<file path="src/rtl/i2c_start_pkg.sv">
package i2c_start_pkg;

    typedef enum logic [1:0] {
        ST_IDLE  = 2'd0,
        ST_SETUP = 2'd1,
        ST_HOLD  = 2'd2
    } seq_state_e;

    localparam int unsigned BAUD_W = 8;

endpackage

</file>
<file path="src/rtl/i2c_line_sampler.sv">
module i2c_line_sampler #(
    parameter int unsigned STAGES = 0
) (
    input  logic clk_i,
    input  logic rst_ni,
    input  logic sda_i,
    input  logic scl_i,
    output logic both_hi_o
);

    logic sda_s;
    logic scl_s;

    generate
        if (STAGES == 0) begin : g_direct
            assign sda_s = sda_i;
            assign scl_s = scl_i;
        end else begin : g_sync
            logic [STAGES-1:0] sda_q;
            logic [STAGES-1:0] scl_q;
            for (genvar i = 0; i < STAGES; i++) begin : g_stage
                always_ff @(posedge clk_i or negedge rst_ni) begin
                    if (!rst_ni) begin
                        sda_q[i] <= 1'b1;
                        scl_q[i] <= 1'b1;
                    end else begin
                        sda_q[i] <= (i == 0) ? sda_i : sda_q[(i == 0) ? 0 : i-1];
                        scl_q[i] <= (i == 0) ? scl_i : scl_q[(i == 0) ? 0 : i-1];
                    end
                end
            end
            assign sda_s = sda_q[STAGES-1];
            assign scl_s = scl_q[STAGES-1];
        end
    endgenerate

    assign both_hi_o = sda_s & scl_s;

endmodule

</file>
<file path="src/rtl/i2c_baud_counter.sv">
module i2c_baud_counter #(
    parameter int unsigned W = 8
) (
    input  logic         clk_i,
    input  logic         rst_ni,
    input  logic         load_i,
    input  logic         run_i,
    input  logic [W-1:0] reload_i,
    output logic         expired_o
);

    logic [W-1:0] cnt_q;

    always_ff @(posedge clk_i or negedge rst_ni) begin
        if (!rst_ni) begin
            cnt_q <= '0;
        end else if (load_i) begin
            cnt_q <= reload_i;
        end else if (run_i && (cnt_q != '0)) begin
            cnt_q <= cnt_q - 1'b1;
        end
    end

    assign expired_o = (cnt_q == '0);

    p_load_takes_reload_r2: assert property (@(posedge clk_i) disable iff (!rst_ni)
        load_i |=> (cnt_q == $past(reload_i)));

    p_run_steps_down_r5: assert property (@(posedge clk_i) disable iff (!rst_ni)
        (run_i && !load_i && (cnt_q != '0)) |=> (cnt_q == $past(cnt_q) - 1'b1));

    p_idle_holds_r5: assert property (@(posedge clk_i) disable iff (!rst_ni)
        (!run_i && !load_i) |=> $stable(cnt_q));

endmodule

</file>
<file path="src/rtl/i2c_sticky_flag.sv">
module i2c_sticky_flag (
    input  logic clk_i,
    input  logic rst_ni,
    input  logic set_i,
    input  logic clr_i,
    output logic flag_o
);

    logic flag_q;

    always_ff @(posedge clk_i or negedge rst_ni) begin
        if (!rst_ni) begin
            flag_q <= 1'b0;
        end else if (set_i) begin
            flag_q <= 1'b1;
        end else if (clr_i) begin
            flag_q <= 1'b0;
        end
    end

    assign flag_o = flag_q;

    p_clear_takes_r8: assert property (@(posedge clk_i) disable iff (!rst_ni)
        (clr_i && !set_i) |=> !flag_o);

    p_holds_without_strobe_r8: assert property (@(posedge clk_i) disable iff (!rst_ni)
        (flag_o && !clr_i) |=> flag_o);

endmodule

</file>
<file path="src/rtl/i2c_start_seq.sv">
module i2c_start_seq
    import i2c_start_pkg::*;
(
    input  logic clk_i,
    input  logic rst_ni,
    input  logic start_req_i,
    input  logic both_hi_i,
    input  logic release_i,
    input  logic bcol_flag_i,
    input  logic cnt_expired_i,
    output logic cnt_load_o,
    output logic cnt_run_o,
    output logic done_set_o,
    output logic bcol_set_o,
    output logic start_en_o,
    output logic start_seen_o,
    output logic sda_pull_o
);

    seq_state_e state_q, state_d;
    logic       en_q, en_d;
    logic       seen_q, seen_d;
    logic       pull_q, pull_d;

    always_comb begin
        state_d    = state_q;
        en_d       = en_q;
        seen_d     = seen_q;
        pull_d     = pull_q;
        cnt_load_o = 1'b0;
        cnt_run_o  = 1'b0;
        done_set_o = 1'b0;
        bcol_set_o = 1'b0;
        unique case (state_q)
            ST_IDLE: begin
                if (start_req_i && !bcol_flag_i) begin
                    if (both_hi_i) begin
                        // BEGIN
                        state_d    = ST_SETUP;
                        cnt_load_o = 1'b1;
                        en_d       = 1'b1;
                        seen_d     = 1'b0;
                    end else begin
                        // REFUSE
                        bcol_set_o = 1'b1;
                        en_d       = 1'b0;
                        seen_d     = 1'b0;
                        pull_d     = 1'b0;
                    end
                end else if (release_i) begin
                    pull_d = 1'b0;
                    seen_d = 1'b0;
                end
            end
            ST_SETUP: begin
                if (!both_hi_i) begin
                    // ABORT
                    state_d    = ST_IDLE;
                    bcol_set_o = 1'b1;
                    en_d       = 1'b0;
                    seen_d     = 1'b0;
                    pull_d     = 1'b0;
                end else if (cnt_expired_i) begin
                    // FALL
                    state_d    = ST_HOLD;
                    cnt_load_o = 1'b1;
                    pull_d     = 1'b1;
                    seen_d     = 1'b1;
                end else begin
                    cnt_run_o = 1'b1;
                end
            end
            ST_HOLD: begin
                if (cnt_expired_i) begin
                    // FINISH
                    state_d    = ST_IDLE;
                    en_d       = 1'b0;
                    done_set_o = 1'b1;
                end else begin
                    cnt_run_o = 1'b1;
                end
            end
            default: begin
                state_d = ST_IDLE;
                en_d    = 1'b0;
                pull_d  = 1'b0;
                seen_d  = 1'b0;
            end
        endcase
    end

    always_ff @(posedge clk_i or negedge rst_ni) begin
        if (!rst_ni) begin
            state_q <= ST_IDLE;
        end else begin
            state_q <= state_d;
        end
    end

    always_ff @(posedge clk_i or negedge rst_ni) begin
        if (!rst_ni) begin
            en_q   <= 1'b0;
            seen_q <= 1'b0;
            pull_q <= 1'b0;
        end else begin
            en_q   <= en_d;
            seen_q <= seen_d;
            pull_q <= pull_d;
        end
    end

    assign start_en_o   = en_q;
    assign start_seen_o = seen_q;
    assign sda_pull_o   = pull_q;

    p_fall_from_setup_r3: assert property (@(posedge clk_i) disable iff (!rst_ni)
        $rose(sda_pull_o) |-> ($past(state_q) == ST_SETUP) && start_en_o);

    p_finish_keeps_sda_r4: assert property (@(posedge clk_i) disable iff (!rst_ni)
        done_set_o |=> (sda_pull_o && !start_en_o && state_q == ST_IDLE));

    p_abort_releases_r7: assert property (@(posedge clk_i) disable iff (!rst_ni)
        bcol_set_o |=> (!start_en_o && !sda_pull_o && !start_seen_o));

    p_flagged_stays_idle_r9: assert property (@(posedge clk_i) disable iff (!rst_ni)
        (state_q == ST_IDLE && bcol_flag_i) |=> (state_q == ST_IDLE));

    p_busy_matches_enable_r9: assert property (@(posedge clk_i) disable iff (!rst_ni)
        (state_q != ST_IDLE) |-> start_en_o);

endmodule

</file>
<file path="src/rtl/i2c_start_gen.sv">
module i2c_start_gen
    import i2c_start_pkg::*;
#(
    parameter int unsigned RELOAD_W    = BAUD_W,
    parameter int unsigned SYNC_STAGES = 0
) (
    input  logic                clk_i,
    input  logic                rst_ni,
    input  logic                start_req_i,
    input  logic [RELOAD_W-1:0] reload_i,
    input  logic                sda_i,
    input  logic                scl_i,
    input  logic                clr_done_i,
    input  logic                clr_bcol_i,
    input  logic                bus_release_i,
    output logic                sda_pull_o,
    output logic                scl_pull_o,
    output logic                start_en_o,
    output logic                start_seen_o,
    output logic                done_flag_o,
    output logic                bcol_flag_o
);

    logic both_hi;
    logic cnt_load;
    logic cnt_run;
    logic cnt_expired;
    logic done_set;
    logic bcol_set;

    i2c_line_sampler #(.STAGES(SYNC_STAGES)) u_sampler (
        .clk_i     (clk_i),
        .rst_ni    (rst_ni),
        .sda_i     (sda_i),
        .scl_i     (scl_i),
        .both_hi_o (both_hi)
    );

    i2c_baud_counter #(.W(RELOAD_W)) u_baud (
        .clk_i     (clk_i),
        .rst_ni    (rst_ni),
        .load_i    (cnt_load),
        .run_i     (cnt_run),
        .reload_i  (reload_i),
        .expired_o (cnt_expired)
    );

    i2c_start_seq u_seq (
        .clk_i         (clk_i),
        .rst_ni        (rst_ni),
        .start_req_i   (start_req_i),
        .both_hi_i     (both_hi),
        .release_i     (bus_release_i),
        .bcol_flag_i   (bcol_flag_o),
        .cnt_expired_i (cnt_expired),
        .cnt_load_o    (cnt_load),
        .cnt_run_o     (cnt_run),
        .done_set_o    (done_set),
        .bcol_set_o    (bcol_set),
        .start_en_o    (start_en_o),
        .start_seen_o  (start_seen_o),
        .sda_pull_o    (sda_pull_o)
    );

    i2c_sticky_flag u_done_flag (
        .clk_i  (clk_i),
        .rst_ni (rst_ni),
        .set_i  (done_set),
        .clr_i  (clr_done_i),
        .flag_o (done_flag_o)
    );

    i2c_sticky_flag u_bcol_flag (
        .clk_i  (clk_i),
        .rst_ni (rst_ni),
        .set_i  (bcol_set),
        .clr_i  (clr_bcol_i),
        .flag_o (bcol_flag_o)
    );

    // SCL is left to the pull-up for the whole Start sequence.
    assign scl_pull_o = 1'b0;

    p_seen_with_pull_r3: assert property (@(posedge clk_i) disable iff (!rst_ni)
        sda_pull_o |-> start_seen_o);

    p_done_rise_r4: assert property (@(posedge clk_i) disable iff (!rst_ni)
        $rose(done_flag_o) |-> (sda_pull_o && !start_en_o));

    p_bcol_rise_r6: assert property (@(posedge clk_i) disable iff (!rst_ni)
        $rose(bcol_flag_o) |-> (!start_en_o && !sda_pull_o));

endmodule

</file>
<file path="config.mk">
export PLATFORM = sky130hd
export DESIGN_NAME = i2c_start_gen
export DESIGN_NICKNAME = d
export VERILOG_FILES = /design/src/rtl/i2c_start_pkg.sv /design/src/rtl/i2c_line_sampler.sv /design/src/rtl/i2c_baud_counter.sv /design/src/rtl/i2c_sticky_flag.sv /design/src/rtl/i2c_start_seq.sv /design/src/rtl/i2c_start_gen.sv
export SDC_FILE = /design/constraint.sdc
export NUM_CORES = 1
export LEC_CHECK = 0
export BUFFER_PORTS_ARGS = -buffer_cell sky130_fd_sc_hd__buf_2
export CELL_PAD_IN_SITES_DETAIL_PLACEMENT = 0
export CELL_PAD_IN_SITES_GLOBAL_PLACEMENT = 1
export CORE_ASPECT_RATIO = 0.75
export CORE_MARGIN = 8
export CORE_UTILIZATION = 40
export CTS_CLUSTER_SIZE = 12
export DETAILED_ROUTE_END_ITERATION = 6
export PLACE_DENSITY_LB_ADDON = 0.1
export SLEW_MARGIN = 10
export SYNTH_ARGS = -nofsm -noshare
export SYNTH_HDL_FRONTEND = slang
export SYNTH_HIERARCHICAL = 1
export SYNTH_SLANG_ARGS = --single-unit
</file>
<file path="constraint.sdc">
create_clock -name clk_i -period 3.6 [get_ports clk_i]
set_input_delay 0.18 -clock clk_i [delete_from_list [all_inputs] [get_ports clk_i]]
set_output_delay 0.18 -clock clk_i [all_outputs]
set_load 0.02 [all_outputs]
</file>
==> summary.txt, run 1 <==
Clock skew = 0.00665 ns
Row count = 16
Net Count, Synth = 139
Mapped Cells = 116
Clock Tree Buf Depth = 2
Worst EP required = 3.77 ns
Clock sinks = 15
I/O pin total = 22
Num CTS Buffers = 3
Worst Setup Path Type = reg2reg
Slew HR = 0.500
Routed WL = 2.34 mm
Ranking of synthesized cells by area = dfrtp_1 36%, ha_1 8.5%, a21oi_1 3.4%, nand2_1 3.3%, inv_1 2.9%
Antenna violations before repair = 0
Startpoint Class = flop
Total grt overflow = 0
Initial Utilization = 0.407
Synth top area share = 0.363
Largest net degree at the start of global routing = 16
Status = finished clean
Final Hold Viols = 0
Post-route minimum period = 2.95 ns
Prevailing post-synth register cell = dfrtp_1
Core area = 2540 µm²
Detail Placement HPWL = 1.81 mm
Power Dens Cells = 650 nW/µm²
Finished Layout Cells = 173
Least-Margin Pin Slew = 0.744 ns
HP Class = in2reg
Placed Cells = 168
Post-synth ARST share = 1.00
Crit. End Element = flop
Worst path arrival time = 3.12 ns
Post-DR vias/cell = 5.33
Synth Area per Inst = 8.92 µm²
Root Driver = clkbuf_4
Cell family with most CP delay = simple AND/OR/NAND/NOR gates
Synth area leader = dfrtp_1
Global Route Usage Sum = 0.120
Fin crit share = 0.820
Crit Path Max Fanout = 14
Final-stage net count = 161
Ys Warns = 6
Final setup TNS = 0 ns
Share of post-route cells with drive strength above 1 = 0.204
Fillers = 264
CP bufs+invs = 2
Port Buffer Count = 20
Peak supply drop = 0.274 mV
Avg WL per Cell = 13.5 µm
Netlist cell types = 45
Clk Latency, worst-skew pair = 0.28 ns
Final setup viols = 0
Clk slew on worst S/H paths = 0.09 ns
Leakage = 0.533 nW
Post-CTS Setup Bufs = 0
Synthesis-stage register bit count = 15
CP peak stage delay = 0.48 ns
Antenna viol nets, final = 0
Die footprint = 4490 µm²
Via count = 922
Placed instance area = 1150 µm²
Crit-path cells = inv_1, ha_1, or3b_2, nor2_1, nand2_1, o21ai_0, and2_2, clkinv_1, o311a_1, a221o_1
Final instance area = 1190 µm²
Crit-path slowest cell = or3b_2
Chip height = 60.0 µm
Area delta synth->final = 14.9%
TritonCTS clock tree = built
Vias in the first global route = 897
RSZ-0062 raised after global routing = false
Max-slew violations = 0
Mapped cell area = 1030 µm²
Antenna Cells = 0
Initial DRC count = 64
Die X = 74.7 µm
EDFF count, synth = 0
Fmax = 339 MHz
DR pass1 iterations = 4
Remaining DRCs = 0
Max-cap violation count = 0
First-pass GRT wire length = 4.11 mm
H-tree Lvls = 1
Final estimated routing congestion in global placement = 0.774
Post-synthesis sequential area ratio = 0.363
==> layout by cell type, fill, tap and decap left out, types with 2 or more instances in the layout <==
cell	n
buf_2	20
dfrtp_1	15
nand2_1	9
inv_1	8
a21oi_1	7
ha_1	7
nor2_1	6
nand3_1	5
nor3b_1	4
o21ai_0	4
clkbuf_4	3
or4_1	3
nor2b_1	3
nor3_1	3
and2_1	3
o311ai_0	3
o211ai_1	2
nand4_1	2
a31oi_1	2
a221o_1	2
a21o_1	2
==> cell usage after synthesis (all sizes together) (3+ instances only) <==
library cell  number
dfrtp             15
inv                9
nand2              9
a21oi              7
ha                 7
nor2               6
nand3              5
o21ai              5
and2               4
nor3b              4
buf                3
nor2b              3
nor3               3
o311ai             3
or4                3
==> state kept, by name, indices dropped and copies added (netlist names) <==
register / count
u_baud/cnt_q: 8
u_seq/state_q: 2
u_bcol_flag/flag_o: 1
u_done_flag/flag_o: 1
u_seq/sda_pull_o: 1
u_seq/start_en_o: 1
u_seq/start_seen_o: 1
==> repair_timing <==
action,4_1_cts,5_1_grt
hold buffers,1,0
hold endpoints to repair,15,0
resized for setup,0,0
==> worst min-delay path, cell delays in order <==
cell and delay (ns):
buf_2 0.07, a21oi_1 0.05, nand3_1 0.07
==> metal layers <==
metal | track usage | vias up | part of all wire
met5 | 0 | - | 0
met4 | 0.0167 | 0 | 0.0064
met3 | 0.0452 | 2 | 0.053
met2 | 0.170 | 15 | 0.40
met1 | 0.168 | 430 | 0.54
li1 | - | 475 | -
==> logic make-up after synthesis <==
group	Yosys count	share of synthesized area
DFF	15	0.363
AOI/OAI and AO/OA	34	0.241
muxes	1	0.0109
buffers and inverters	14	0.0629
and+or+nand+nor	44	0.235
adders and majority gates	7	0.0846
other	1	0.00362
==> power by group <==
part	leakage, nW	switching (W)	internal (W)
clock	0.0150	0.0000540	0.0000430
combinational	0.327	0.000214	0.000165
sequential	0.191	0.0000659	0.000231
==> through the flow <==
stage          hold slack (ns)  utilization  worst slack [ns]  total power (W)
6_report                 0.131        0.468             0.649         0.000773
5_1_grt                 0.0969        0.468             0.408         0.000853
4_1_cts                  0.112        0.468             0.666         0.000779
3_5_place_dp             0.114        0.453             0.671         0.000674
3_3_place_gp             0.116        0.453             0.727         0.000676
2_1_floorplan           -0.116            -              1.13         0.000581
==> cell type report <==
type	count	area, µm²	area share
timing repair buffer	21	110	0.0926
sequential	15	375	0.316
clock buffer	4	26.3	0.0221
inverter	10	37.5	0.0316
multi-input combinational	87	594	0.500
tap	36	45.0	0.0379
==> final timing paths <==
check / from / slack, ns / to / cells past startpoint
setup / recovery: u_baud/cnt_q[0] / 0.65 / u_baud/cnt_q[7] / 10
hold / removal: reload_i[1] / 0.13 / u_baud/cnt_q[1] / 3
setup reg to reg: u_baud/cnt_q[0] / 0.65 / u_baud/cnt_q[7] / 10
hold reg to reg: u_done_flag/flag_o / 0.49 / u_done_flag/flag_o / 1
max in group asynchronous: rst_ni / 3.01 / u_baud/cnt_q[7] / 2
min in group asynchronous: rst_ni / 0.33 / u_seq/start_en_o / 2
Note: power is estimated with default switching activity, not from simulation.
==> run 2: changes to the inputs <==
CORE_UTILIZATION = 36   (was 40)
clock period = 2.6 ns   (was 3.6 ns; I/O delays follow)
==> summary.txt, run 2 (synthesized netlist as in run 1, its figures left out) <==
Status = finished clean
Post-route minimum period = 2.43 ns
HP Class = in2reg
Fmax = 411 MHz
Fillers = 269
Final instance area = 1310 µm²
Worst setup endpoint = u_seq/state_q[0]
Area delta synth->final = 26.6%
Final setup TNS = 0 ns
Clock sinks = 15
Area of the multi-input gates = 602 µm²
Via count = 941
Share of post-route cells with drive strength above 1 = 0.279
Routed WL = 2.52 mm
Slew HR = 0.449
Post-DR vias/cell = 5.09
Least-Margin Pin Slew = 0.819 ns
RSZ-0062 raised after global routing = false
TritonCTS clock tree = built
Num CTS Buffers = 3
Row count = 17
Crit. End Element = flop
Placed Cells = 180
Largest regs = u_baud/cnt_q x8, u_seq/state_q x2
Detail Placement HPWL = 1.95 mm
Finished Layout Cells = 185
Core area = 2830 µm²
Reg-to-reg endpoint = u_seq/state_q[0]
Chip height = 62.4 µm
H-tree Lvls = 1
Die X = 77.9 µm
Die footprint = 4860 µm²
Leakage = 0.595 nW
Initial Utilization = 0.366
Initial DRC count = 52
Worst EP required = 2.72 ns
Clock Tree Buf Depth = 2
Antenna violations before repair = 0
Crit path launch = u_baud/cnt_q[0]
I/O pin total = 22
Final estimated routing congestion in global placement = 0.828
Startpoint Class = flop
Port Buffer Count = 20
Clk slew on worst S/H paths = 0.06 ns
Flip-flop and latch area = 375 µm²
Peak supply drop = 0.359 mV
Max-cap violation count = 0
Most common cell after layout, fill and taps aside = buf_2
Power Dens Cells = 908 nW/µm²
Vias in the first global route = 937
Global Route Usage Sum = 0.110
Most flops, register = u_baud/cnt_q
Placed instance area = 1240 µm²
Largest net degree at the start of global routing = 16
Total grt overflow = 0
Final setup viols = 0
Post-CTS Setup Bufs = 0
Most frequent cells in the layout = 20 x buf_2, 15 x dfrtp_1, 9 x nand2_1, 9 x buf_4, 8 x inv_1
Max-slew violations = 0
Antenna Cells = 0
Avg WL per Cell = 13.6 µm
Worst Setup Path Type = reg2reg
WHS = 0.117 ns
First-pass GRT wire length = 4.43 mm
Clk Latency, worst-skew pair = 0.25 ns
Number of flip-flops under the largest register name = 8
Antenna viol nets, final = 0
Clock skew = 0.00432 ns
Crit Path Max Fanout = 6
Reg2reg setup slack = 0.17 ns
Worst path arrival time = 2.56 ns
Root Driver = clkbuf_8
R2r startpoint = u_baud/cnt_q[0]
Remaining DRCs = 0
Final Hold Viols = 0
Final-stage net count = 171
R2R depth = 8
DR pass1 iterations = 4
Fin crit share = 0.935
[run 2: changes by cell type in the layout (fill, tap and decap cells not counted), sizes merged]
cell / change
buf: +10
clkbuf: -1
clkinvlp: +1
[run 2: stage by stage]
step           utilization  setup WS [ns]  power (W)
3_3_place_gp         0.439          0.119   0.000990
4_1_cts              0.460          0.108    0.00119
5_1_grt              0.463        0.00996    0.00130
2_1_floorplan            -          0.127   0.000805
3_5_place_dp         0.439         0.0140   0.000985
6_report             0.463          0.168    0.00119
[run 2: repair_timing]
item / in CTS / in global routing
hold buffers: 1 / 0
endpoints found under the setup margin: 1 / 8
endpoints found under the hold margin: 15 / 0
resized for setup: 1 / 2
[run 2: critical path, stage by stage (launching register included)]
cell	delay, ns
dfrtp_1	0.40
inv_1	0.10
ha_1	0.20
or3b_2	0.51
nor2_4	0.18
inv_1	0.08
a222oi_1	0.36
o21ai_1	0.16
mux2_1	0.33
[run 2: how the worst min path moves through the flow]
stage,cells past startpoint,startpoint,endpoint
floorplan,0,rst_ni,u_baud/cnt_q[0]
global placement,1,rst_ni,u_seq/sda_pull_o
detailed placement,1,rst_ni,u_seq/sda_pull_o
CTS,3,reload_i[3],u_baud/cnt_q[3]
global route,2,reload_i[7],u_baud/cnt_q[7]
finish,3,reload_i[3],u_baud/cnt_q[3]
[run 2: cell type report]
type	count	share of cell area
inverters	10	0.0315
well taps	38	0.0363
multi-input cells	87	0.459
flip-flops and latches	15	0.287
clock buffers	3	0.0315
clock inverters	1	0.00382
repair buffers	31	0.151
[run 2: routing by layer]
metal / vias to the layer above / track usage / routed length [µm]
li1: 497 / - / -
met1: 423 / 0.158 / 1400
met2: 19 / 0.153 / 979
met3: 2 / 0.0402 / 119
met4: 0 / 0.0207 / 18
met5: - / 0 / 0
[run 2: power by group]
part           internal (W)  switching [W]
Combinational      0.000272       0.000325
Sequential         0.000321      0.0000822
Clock              0.000106      0.0000831
==> run 3: changes to the inputs <==
HOLD_SLACK_MARGIN = 0.12   (was default)
==> summary.txt, run 3 (synthesized netlist as in run 1, its figures left out) <==
Status = finished clean
Internal = 0.000703 W
Clock sinks = 15
Fin crit share = 0.935
Final Hold Viols = 0
Worst EP required = 2.76 ns
Initial DRC count = 50
DR pass1 iterations = 4
Post-route minimum period = 2.43 ns
Worst Setup Path Type = reg2reg
Sequential power share = 0.338
Antenna viol nets, final = 0
Remaining DRCs = 0
Sw frac = 0.412
Port Buffer Count = 20
First-pass GRT wire length = 4.48 mm
Worst path arrival time = 2.59 ns
Fmax = 411 MHz
Comb pwr share = 0.503
Max-slew violations = 0
TritonCTS clock tree = built
Via count = 957
H-tree Lvls = 1
Total grt overflow = 0
Slew HR = 0.450
Crit. End Element = flop
Final-stage net count = 175
RSZ-0062 raised after global routing = false
I/O pin total = 22
CP peak stage delay = 0.48 ns
Root Driver = clkbuf_8
Core area = 2830 µm²
Die footprint = 4860 µm²
CP bufs+invs = 1
Number of flip-flops under the largest register name = 8
Leakage = 0.611 nW
Clk Latency, worst-skew pair = 0.25 ns
Clk slew on worst S/H paths = 0.06 ns
HP Class = in2reg
Most flops, register = u_baud/cnt_q
Most frequent cells in the layout = 20 x buf_2, 15 x dfrtp_1, 9 x nand2_1, 9 x buf_4, 8 x inv_1
Clock skew = 0.00427 ns
Clock Tree Buf Depth = 2
Antenna Cells = 0
DR WL met3 = 105 µm
Cell family with most CP delay = simple AND/OR/NAND/NOR gates
Vias in the first global route = 954
Die X = 77.9 µm
Post-CTS Setup Bufs = 0
Final setup viols = 0
Max Used Layer = met4
Psw = 0.000493 W
Wl on met1 = 1.42 mm
Global Route Usage Sum = 0.111
Share of post-route cells with drive strength above 1 = 0.272
Row count = 17
Routed wl met2 = 977 µm
Clock share of power = 0.158
Chip height = 62.4 µm
Crit Path Max Fanout = 6
Power Dens Cells = 885 nW/µm²
Max-cap violation count = 0
Detail Placement HPWL = 1.95 mm
Most common cell after layout, fill and taps aside = buf_2
Least-Margin Pin Slew = 0.817 ns
Area delta synth->final = 30.5%
Startpoint Class = flop
Post-DR vias/cell = 5.06
Placed instance area = 1240 µm²
Final estimated routing congestion in global placement = 0.828
Final setup TNS = 0 ns
Num CTS Buffers = 3
Largest net degree at the start of global routing = 16
Routed WL = 2.53 mm
Crit-path slowest cell = or3b_1
Peak supply drop = 0.362 mV
Core Util, Final = 0.477
Antenna violations before repair = 0
Initial Utilization = 0.366
Largest regs = u_baud/cnt_q x8, u_seq/state_q x2
Crit-path cells = inv_1, ha_1, or3b_2, nor2_4, nor3b_1, or3b_1, or4_1, o221ai_1
Avg WL per Cell = 13.4 µm
Final instance area = 1350 µm²
[run 3: cell count changes in the layout (fill, tap and decap cells not counted)]
cell / delta
dlygate4sd3_1: +4
[run 3: worst register-to-register path: stages (launching register included)]
cell,delay [ns]
dfrtp_1,0.37
inv_1,0.08
ha_1,0.23
or3b_2,0.25
nor2_4,0.06
nor3b_1,0.26
or3b_1,0.49
or4_1,0.43
o221ai_1,0.18
[run 3: what timing repair did]
item                       in CTS  in global routing
hold buffers                    5                  0
setup endpoints to repair       1                  8
resized for setup               1                  2
hold endpoints to repair       19                  0
[run 3: cell type report]
type,instances,area (µm²)
clock buffer,3,41.3
multi-input combinational,87,602
inverter,10,41.3
tap,38,47.5
clock inverter,1,5.00
sequential,15,375
fill,268,1480
timing repair buffer,35,238
[run 3: path summary, 6_finish.rpt]
kind | depth (start not counted) | end | slack, ns | from
max | 8 | u_baud/cnt_q[3] | 0.17 | u_baud/cnt_q[0]
min | 2 | u_baud/cnt_q[5] | 0.13 | reload_i[5]
max reg2reg | 8 | u_baud/cnt_q[3] | 0.17 | u_baud/cnt_q[0]
min reg2reg | 1 | u_done_flag/flag_o | 0.48 | u_done_flag/flag_o
max in group asynchronous | 2 | u_baud/cnt_q[0] | 1.99 | rst_ni
min in group asynchronous | 2 | u_seq/sda_pull_o | 0.33 | rst_ni
[run 3: power groups by stage]
stage | combinational [W] | sequential [W] | clock [W]
after global placement | 0.000586 | 0.000404 | 0
after detailed placement | 0.000580 | 0.000405 | 0
after global routing | 0.000679 | 0.000420 | 0.000211
after floorplan | 0.000388 | 0.000417 | 0
final | 0.000602 | 0.000404 | 0.000189
after CTS | 0.000591 | 0.000402 | 0.000203
[run 3: layer usage]
layer | global-route usage | up-vias
met1 | 0.160 | 435
met3 | 0.0402 | 2
met5 | 0 | -
met4 | 0.0207 | 0
met2 | 0.155 | 15
li1 | - | 505
[run 3: stage by stage]
stage	instances	hold WS, ns	power (W)	worst slack [ns]
finish	189	0.131	0.00120	0.169
global route	189	0.126	0.00131	0.00996
CTS	189	0.121	0.00120	0.108
detailed placement	180	0.0680	0.000985	0.0140
global placement	180	0.0754	0.000990	0.119
floorplan	116	-0.166	0.000805	0.127
